### config.mk
export PLATFORM = sky130hd
export DESIGN_NAME = dual_interval_timer
export DESIGN_NICKNAME = d
export VERILOG_FILES = /design/src/rtl/dit_pkg.sv /design/src/rtl/dit_decode.sv /design/src/rtl/dit_counter.sv /design/src/rtl/dit_readback.sv /design/src/rtl/dual_interval_timer.sv
export SDC_FILE = /design/constraint.sdc
export NUM_CORES = 1
export LEC_CHECK = 0
export ABC_AREA = 1
export BUFFER_PORTS_ARGS = -buffer_cell sky130_fd_sc_hd__buf_2
export CORE_MARGIN = 3
export CORE_UTILIZATION = 50
export DETAILED_ROUTE_END_ITERATION = 10
export HOLD_SLACK_MARGIN = 0.1
export PLACE_DENSITY = 0.74
export REMOVE_ABC_BUFFERS = 1
export SLEW_MARGIN = 0
export SYNTH_ARGS = -nofsm -noshare
export SYNTH_HDL_FRONTEND = slang
export SYNTH_HIERARCHICAL = 1
export SYNTH_SLANG_ARGS = --single-unit
### constraint.sdc
create_clock -name clk -period 3.3 [get_ports clk]
set_input_delay 0.825 -clock clk [delete_from_list [all_inputs] [get_ports clk]]
set_output_delay 0.825 -clock clk [all_outputs]
set_load 0.01 [all_outputs]
### src/rtl/dit_pkg.sv
package dit_pkg;
  // Register offsets; the read/clear side effects depend on these.
  localparam int OFS_T1_CNT_LO = 0;
  localparam int OFS_T1_CNT_HI = 1;
  localparam int OFS_T1_LAT_LO = 2;
  localparam int OFS_T1_LAT_HI = 3;
  localparam int OFS_T2_CNT_LO = 4;
  localparam int OFS_T2_CNT_HI = 5;
  localparam int OFS_AUX       = 6;

  // Auxiliary control bit that selects free-running timer 1.
  localparam int AUX_FREE_BIT  = 6;

  localparam int NUM_TMR       = 2;

  typedef struct packed {
    logic lat_lo_wr;  // replace latch low byte
    logic cnt_hi_wr;  // latch high byte + load counter + arm
    logic lat_hi_wr;  // latch high byte only
    logic flag_clr;   // clear request for the flag
  } tmr_ctl_t;
endpackage

### src/rtl/dit_decode.sv
module dit_decode
  import dit_pkg::*;
#(
  parameter int ADDR_W = 4
) (
  input  logic              wr_en,
  input  logic              rd_en,
  input  logic [ADDR_W-1:0] addr,
  output tmr_ctl_t [NUM_TMR-1:0] ctl,
  output logic              aux_wr
);
  function automatic logic hit(input logic [ADDR_W-1:0] a, input int ofs);
    return a == ADDR_W'(ofs);
  endfunction

  always_comb begin
    ctl[0].lat_lo_wr = wr_en && (hit(addr, OFS_T1_CNT_LO) || hit(addr, OFS_T1_LAT_LO));
    ctl[0].cnt_hi_wr = wr_en && hit(addr, OFS_T1_CNT_HI);
    ctl[0].lat_hi_wr = wr_en && hit(addr, OFS_T1_LAT_HI);
    ctl[0].flag_clr  = (rd_en && hit(addr, OFS_T1_CNT_LO)) ||
                       (wr_en && hit(addr, OFS_T1_LAT_HI));

    ctl[1].lat_lo_wr = wr_en && hit(addr, OFS_T2_CNT_LO);
    ctl[1].cnt_hi_wr = wr_en && hit(addr, OFS_T2_CNT_HI);
    ctl[1].lat_hi_wr = 1'b0;
    ctl[1].flag_clr  = rd_en && hit(addr, OFS_T2_CNT_LO);

    aux_wr           = wr_en && hit(addr, OFS_AUX);
  end
endmodule

### src/rtl/dit_counter.sv
module dit_counter
  import dit_pkg::*;
#(
  parameter int DATA_W    = 8,
  parameter int CNT_W     = 2 * DATA_W,
  parameter bit RELOAD_EN = 1'b0
) (
  input  logic              clk,
  input  logic              rst,
  input  logic              tick,
  input  logic              free_run,
  input  tmr_ctl_t          ctl,
  input  logic [DATA_W-1:0] wr_byte,
  output logic [CNT_W-1:0]  count,
  output logic [CNT_W-1:0]  latch,
  output logic              flag
);
  logic armed;
  logic under;   // counter reached all-ones by a wrap on the previous tick
  logic reload_now;
  logic fire;

  generate
    if (RELOAD_EN) begin : g_reload
      assign reload_now = free_run && under;
    end else begin : g_noreload
      assign reload_now = 1'b0;
    end
  endgenerate

  assign fire = tick && !ctl.cnt_hi_wr && (count == '0) &&
                ((RELOAD_EN && free_run) || armed);

  always_ff @(posedge clk) begin
    if (rst) begin
      latch <= '1;
      count <= '1;
      flag  <= 1'b0;
      armed <= 1'b0;
      under <= 1'b0;
    end else begin
      if (ctl.lat_lo_wr)
        latch[DATA_W-1:0] <= wr_byte;
      if (ctl.cnt_hi_wr || ctl.lat_hi_wr)
        latch[CNT_W-1:DATA_W] <= wr_byte;

      if (ctl.cnt_hi_wr) begin
        count <= {wr_byte, latch[DATA_W-1:0]};
        armed <= 1'b1;
        under <= 1'b0;
        flag  <= 1'b0;
      end else begin
        if (tick) begin
          under <= (count == '0);
          if (reload_now)
            count <= latch;
          else
            count <= count - 1'b1;
        end
        if (fire) begin
          flag  <= 1'b1;
          armed <= 1'b0;
        end else if (ctl.flag_clr) begin
          flag  <= 1'b0;
        end
      end
    end
  end
endmodule

### src/rtl/dit_readback.sv
module dit_readback
  import dit_pkg::*;
#(
  parameter int DATA_W = 8,
  parameter int ADDR_W = 4,
  parameter int CNT_W  = 2 * DATA_W
) (
  input  logic              clk,
  input  logic              rst,
  input  logic              rd_en,
  input  logic [ADDR_W-1:0] addr,
  input  logic [CNT_W-1:0]  t1_count,
  input  logic [CNT_W-1:0]  t1_latch,
  input  logic [CNT_W-1:0]  t2_count,
  input  logic [DATA_W-1:0] aux,
  output logic [DATA_W-1:0] rd_data
);
  logic [DATA_W-1:0] mux;

  always_comb begin
    mux = '0;
    if      (addr == ADDR_W'(OFS_T1_CNT_LO)) mux = t1_count[DATA_W-1:0];
    else if (addr == ADDR_W'(OFS_T1_CNT_HI)) mux = t1_count[CNT_W-1:DATA_W];
    else if (addr == ADDR_W'(OFS_T1_LAT_LO)) mux = t1_latch[DATA_W-1:0];
    else if (addr == ADDR_W'(OFS_T1_LAT_HI)) mux = t1_latch[CNT_W-1:DATA_W];
    else if (addr == ADDR_W'(OFS_T2_CNT_LO)) mux = t2_count[DATA_W-1:0];
    else if (addr == ADDR_W'(OFS_T2_CNT_HI)) mux = t2_count[CNT_W-1:DATA_W];
    else if (addr == ADDR_W'(OFS_AUX))       mux = aux;
  end

  always_ff @(posedge clk) begin
    if (rst)
      rd_data <= '0;
    else if (rd_en)
      rd_data <= mux;
  end
endmodule

### src/rtl/dual_interval_timer.sv
module dual_interval_timer
  import dit_pkg::*;
#(
  parameter int DATA_W = 8,
  parameter int ADDR_W = 4
) (
  input  logic              clk,
  input  logic              rst,
  input  logic              tick,
  input  logic              wr_en,
  input  logic              rd_en,
  input  logic [ADDR_W-1:0] addr,
  input  logic [DATA_W-1:0] wr_data,
  output logic [DATA_W-1:0] rd_data,
  output logic              t1_flag,
  output logic              t2_flag
);
  localparam int CNT_W = 2 * DATA_W;

  tmr_ctl_t [NUM_TMR-1:0] ctl;
  logic                   aux_wr;
  logic [DATA_W-1:0]      aux;
  logic                   free_run;
  logic [CNT_W-1:0]       cnt [NUM_TMR];
  logic [CNT_W-1:0]       lat [NUM_TMR];
  logic [NUM_TMR-1:0]     flg;

  logic [CNT_W-1:0] t1_count, t1_latch, t2_count, t2_latch;

  dit_decode #(.ADDR_W(ADDR_W)) u_dec (
    .wr_en (wr_en),
    .rd_en (rd_en),
    .addr  (addr),
    .ctl   (ctl),
    .aux_wr(aux_wr)
  );

  always_ff @(posedge clk) begin
    if (rst)
      aux <= '0;
    else if (aux_wr)
      aux <= wr_data;
  end

  assign free_run = aux[AUX_FREE_BIT];

  for (genvar g = 0; g < NUM_TMR; g++) begin : g_tmr
    dit_counter #(
      .DATA_W   (DATA_W),
      .CNT_W    (CNT_W),
      .RELOAD_EN(g == 0)
    ) u_cnt (
      .clk     (clk),
      .rst     (rst),
      .tick    (tick),
      .free_run((g == 0) ? free_run : 1'b0),
      .ctl     (ctl[g]),
      .wr_byte (wr_data),
      .count   (cnt[g]),
      .latch   (lat[g]),
      .flag    (flg[g])
    );
  end

  assign t1_count = cnt[0];
  assign t1_latch = lat[0];
  assign t2_count = cnt[1];
  assign t2_latch = lat[1];
  assign t1_flag  = flg[0];
  assign t2_flag  = flg[1];

  dit_readback #(
    .DATA_W(DATA_W),
    .ADDR_W(ADDR_W),
    .CNT_W (CNT_W)
  ) u_rb (
    .clk     (clk),
    .rst     (rst),
    .rd_en   (rd_en),
    .addr    (addr),
    .t1_count(t1_count),
    .t1_latch(t1_latch),
    .t2_count(t2_count),
    .aux     (aux),
    .rd_data (rd_data)
  );
endmodule

### Yosys cells after proc, flatten, opt, wreduce, memory -nomap -nowiden

Index checks and enable logic that the tools add are counted.
W data, S select, Z words.

| storage, ports and cells | value |
|---|---|
| flip-flop bits (word level) | 77 |
| word-level logic and storage cells | 72 |
| output and inout port bits | 10 |

| cells by class | value |
|---|---|
| reduce and logical (&&, ||, !) cells | 32 |
| multiplexer cells | 20 |
| equal/unequal tests | 6 |
| add/subtract/negate cells | 2 |

Operators with widths:

| operator | number |
|---|---|
| $mux W16 | 5 |
| $mux W8 | 7 |
| $logic_not A16 Y1 | 2 |
| $sub A16 B1 Y16 const B | 2 |
| $logic_and A1 B1 Y1 | 15 |
| $eq A4 B3 Y1 const B | 3 |
| $reduce_bool A2 Y1 | 6 |
| $eq A4 B2 Y1 const B | 2 |
| $mux W1 | 8 |
| $eq A4 B1 Y1 const B | 1 |
| $logic_not A4 Y1 | 1 |
| $logic_or A1 B1 Y1 | 4 |
| $reduce_or A2 Y1 | 2 |
| $logic_not A1 Y1 | 2 |

### Depth between registers and ports, before layout

| logic depth | value |
|---|---|
| word-level depth | 8 |
| gate-level depth with buffers | 11 |

### Hierarchy

Netlist, hierarchy kept.

By module, submodules not included:

| module | sequential area each (um2) | cells an instance | instances | area each (um2) |
|---|---|---|---|---|
| dit_counter (g_tmr[0].u_cnt) | 700.7 | 288 | 1 | 1864.3 |
| dit_counter (g_tmr[1].u_cnt) | 680.7 | 234 | 1 | 1720.4 |
| dit_readback | 160.2 | 171 | 1 | 910.9 |
| dual_interval_timer | 160.2 | 52 | 1 | 345.3 |
| dit_decode | 0.0 | 25 | 1 | 106.4 |

### Worst setup path before layout

No wires, ideal clock.

| timing | value |
|---|---|
| kind | input to register |
| from | input addr[0] |
| to | register g_tmr[1].u_cnt.count[10] |
| cell stages on the path | 7 |
| required time | 3.181 ns |
| path slack | 1.259 ns |
| arrival time | 1.922 ns |
| cell sequence | inv_2 > or2_1 > nor2_1 > nor2_4 > buf_6 > a221oi_2 > nand2_1 |

RTL lines:

| element | RTL line | source |
|---|---|---|
| from (decl) | dual_interval_timer.sv:12 | `input logic [ADDR_W-1:0] addr,` |
| to (signal assigned) | dit_counter.sv:48 | `count <= {wr_byte, latch[DATA_W-1:0]};` |
| to (signal assigned) | dit_counter.sv:56 | `count <= latch;` |
| to (signal assigned) | dit_counter.sv:58 | `count <= count - 1'b1;` |
| to (decl) | dit_counter.sv:14 | `output logic [CNT_W-1:0] count,` |

==> flow_summary_export.csv <==
group,metric,value,unit
timing,relSlewSlack,48.5,%
detailed_routing,wl_per_cell,15.4,um
clocking,postCtsHoldBufs,0,
critical_path,timing.rr.end,"g_tmr[0].u_cnt/count[6]",
clocking,cts_htree_levels,3,
grt,grt_pass1_vias,4121,
placed_design,dp_hpwl,9740,um
cells_and_area,final_util,56.3,%
critical_path,r2r_cells,7,
cells_and_area,syn_to_final_growth,7.33,%
clocking,cts_setup_buffers,0,
critical_path,crit_fanout,14,
grt,grt_pass1_wl,21200,um
critical_path,cp.arrival,2.40,ns
timing,drv_slew,0,
clocking,cts_buffers,9,
clocking,cts_root_buf,"clkbuf_8",
detailed_routing,postRouteWirelength,13300,um
timing,fin_crit,2.15,ns
outcome,status,"finished, final reports clean",
detailed_routing,drt-pass1-iter-count,6,
power_and_ir_drop,powerDensity,405,mW/mm2
detailed_routing,first_iter_violations,472,
timing,rsz0062_at_grt,"no",
worst_hold_path,hold_path_depth,2,
timing,worstMarginPinSlew,0.771,ns
clocking,clk_latency,0.35,ns
worst_hold_path,min_to,"g_tmr[1].u_cnt/flag",
floorplanning,io_pins,27,
timing,finalHoldViolCount,0,
critical_path,endpoint_kind,"flop",
placed_design,io_buffer_count,26,
grt,grtUsageTotal,26.1,%
synth,ys.warnings.count,6,
power_and_ir_drop,ir_worst_vdd,0.000197,V
floorplanning,dieArea,0.0105,mm2
grt,grt_max_degree,27,
detailed_routing,vias_per_cell,5.58,
clocking,cts_resized,0,
cells_and_area,drive_above_1_share,11.9,%
power_and_ir_drop,power.total,2.03,mW
grt,grt_overflow,0,
critical_path,r2r_slack,1.60,ns
cells_and_area,instances_no_fill,864,
power_and_ir_drop,clock_power_share,35.5,%
cells_and_area,layout.nets,770,
worst_hold_path,holdCritPathClass,"reg2reg",
timing,final-setup-viol-count,0,
power_and_ir_drop,p_sw,0.612,mW
timing,fin_worst_skew,0.00968,ns
floorplanning,coreArea,0.00889,mm2
synth,netlist_area,0.00466,mm2
placed_design,place_area,0.00481,mm2
timing,tns,0,ns
placed_design,place_inst,848,
power_and_ir_drop,p_leak,2.47,nW
critical_path,crit_required,3.55,ns
cells_and_area,final.fill_count,872,
worst_hold_path,hp-start,"g_tmr[1].u_cnt/flag",
critical_path,cpMaxStageDelayCell,"or2_1",
floorplanning,die_h,103,um
timing,finalCritPeriodShare,65.0,%
power_and_ir_drop,power_frac_seq,50.9,%
clocking,cts_tree,"built",
critical_path,cp_common_cell,"nor2_1",
cells_and_area,layout_commonest_cell,"nand2_1",
clocking,clk_pin_slew_worst_paths,0.08,ns
timing,fmax,466,MHz
floorplanning,rows,34,
clocking,clock-sinks,77,
placed_design,gp_congestion,0.983,
detailed_routing,drcViolationCount,0,
detailed_routing,ant_nets,0,
detailed_routing,via_count,4825,
floorplanning,start_util,52.4,%
clocking,cts_buffer_depth,2,
power_and_ir_drop,swShare,30.2,%
critical_path,worstReg2RegStart,"aux[6]",
critical_path,cp_slowest_stage_delay,0.24,ns
grt,antenna_found_initial,0,
critical_path,cp-start-kind,"input port",
synth,synthesis.instances,733,
cells_and_area,fin_area,0.00500,mm2
critical_path,crit_type,"in2reg",
critical_path,cp_cell_sequence,"buf_2 -> inv_2 -> or2_1 -> nor2_1 -> inv_2 -> nand2_2 -> inv_1 -> nor2_1 -> nor2_1 -> a21oi_1 -> nand2_1",
synth,syn_area_per_cell,6.36,um2
power_and_ir_drop,combPwrFrac,13.7,%
power_and_ir_drop,intPower,1.42,mW
floorplanning,fp.dieW,103,um
run,cap_viol_max_count,0,
cells_and_area,antenna_cells,0,
cells_and_area,layout_common_cells,"nand2_1 (216), nor2_1 (96), nand3_1 (78), dfxtp_1 (77), inv_1 (74)",
-- power groups by stage --
stage / logic (mW) / registers (mW) / clock network, mW
global placement: 0.265 / 1.05 / 0
global route: 0.312 / 1.04 / 0.770
detailed placement: 0.271 / 1.05 / 0
floorplan: 0.175 / 1.03 / 0
CTS: 0.273 / 1.03 / 0.726
finish: 0.278 / 1.03 / 0.719
-- layer usage --
metal / part of all wire [%] / GRT usage (%)
met5: 0 / 0
met4: 1.5 / 6.46
met3: 10 / 6.16
met2: 42 / 36.7
met1: 46 / 40.0
-- critical path, delay by kind of cell --
kind | cells | cell delay [ns]
AO/OA/AOI/OAI | 1 | 0.12
AND/OR/NAND/NOR | 6 | 0.90
buffers and inverters | 4 | 0.54
-- state kept, by name (all words and copies together), names as in the netlist --
signal             cells
g_tmr.u_cnt/count     32
g_tmr.u_cnt/latch     24
aux                    8
u_rb/rd_data           8
g_tmr.u_cnt/armed      2
g_tmr.u_cnt/flag       2
g_tmr.u_cnt/under      1
-- cell type report --
class                   instances  area, um2  share of cell area [%]
clock buffers                  10        128                    2.55
well taps                     108        135                    2.70
flip-flops and latches         77       1540                    30.8
inverters                      83        313                    6.25
multi-input cells             548       2650                    53.0
repair buffers                 32        175                    3.50
clock inverters                 6       61.3                    1.23
-- how the worst max path moves through the flow --
stage                  from                 endpoint  slack (ns)
global route        addr[0]  g_tmr[0].u_cnt/count[6]        0.99
CTS                 addr[0]  g_tmr[0].u_cnt/count[6]        1.19
global placement    addr[0]  g_tmr[0].u_cnt/count[6]        0.86
floorplan           addr[0]  g_tmr[1].u_cnt/count[4]        0.48
finish              addr[0]  g_tmr[0].u_cnt/count[6]        1.15
detailed placement  addr[0]  g_tmr[0].u_cnt/count[6]        0.81
-- through the flow --
step	hold slack [ns]	setup WS (ns)
4_1_cts	0.459	1.19
5_1_grt	0.485	0.988
6_report	0.458	1.15
3_3_place_gp	0.445	0.855
2_1_floorplan	0.429	0.484
3_5_place_dp	0.444	0.814
(Power assumes the default switching activity.)
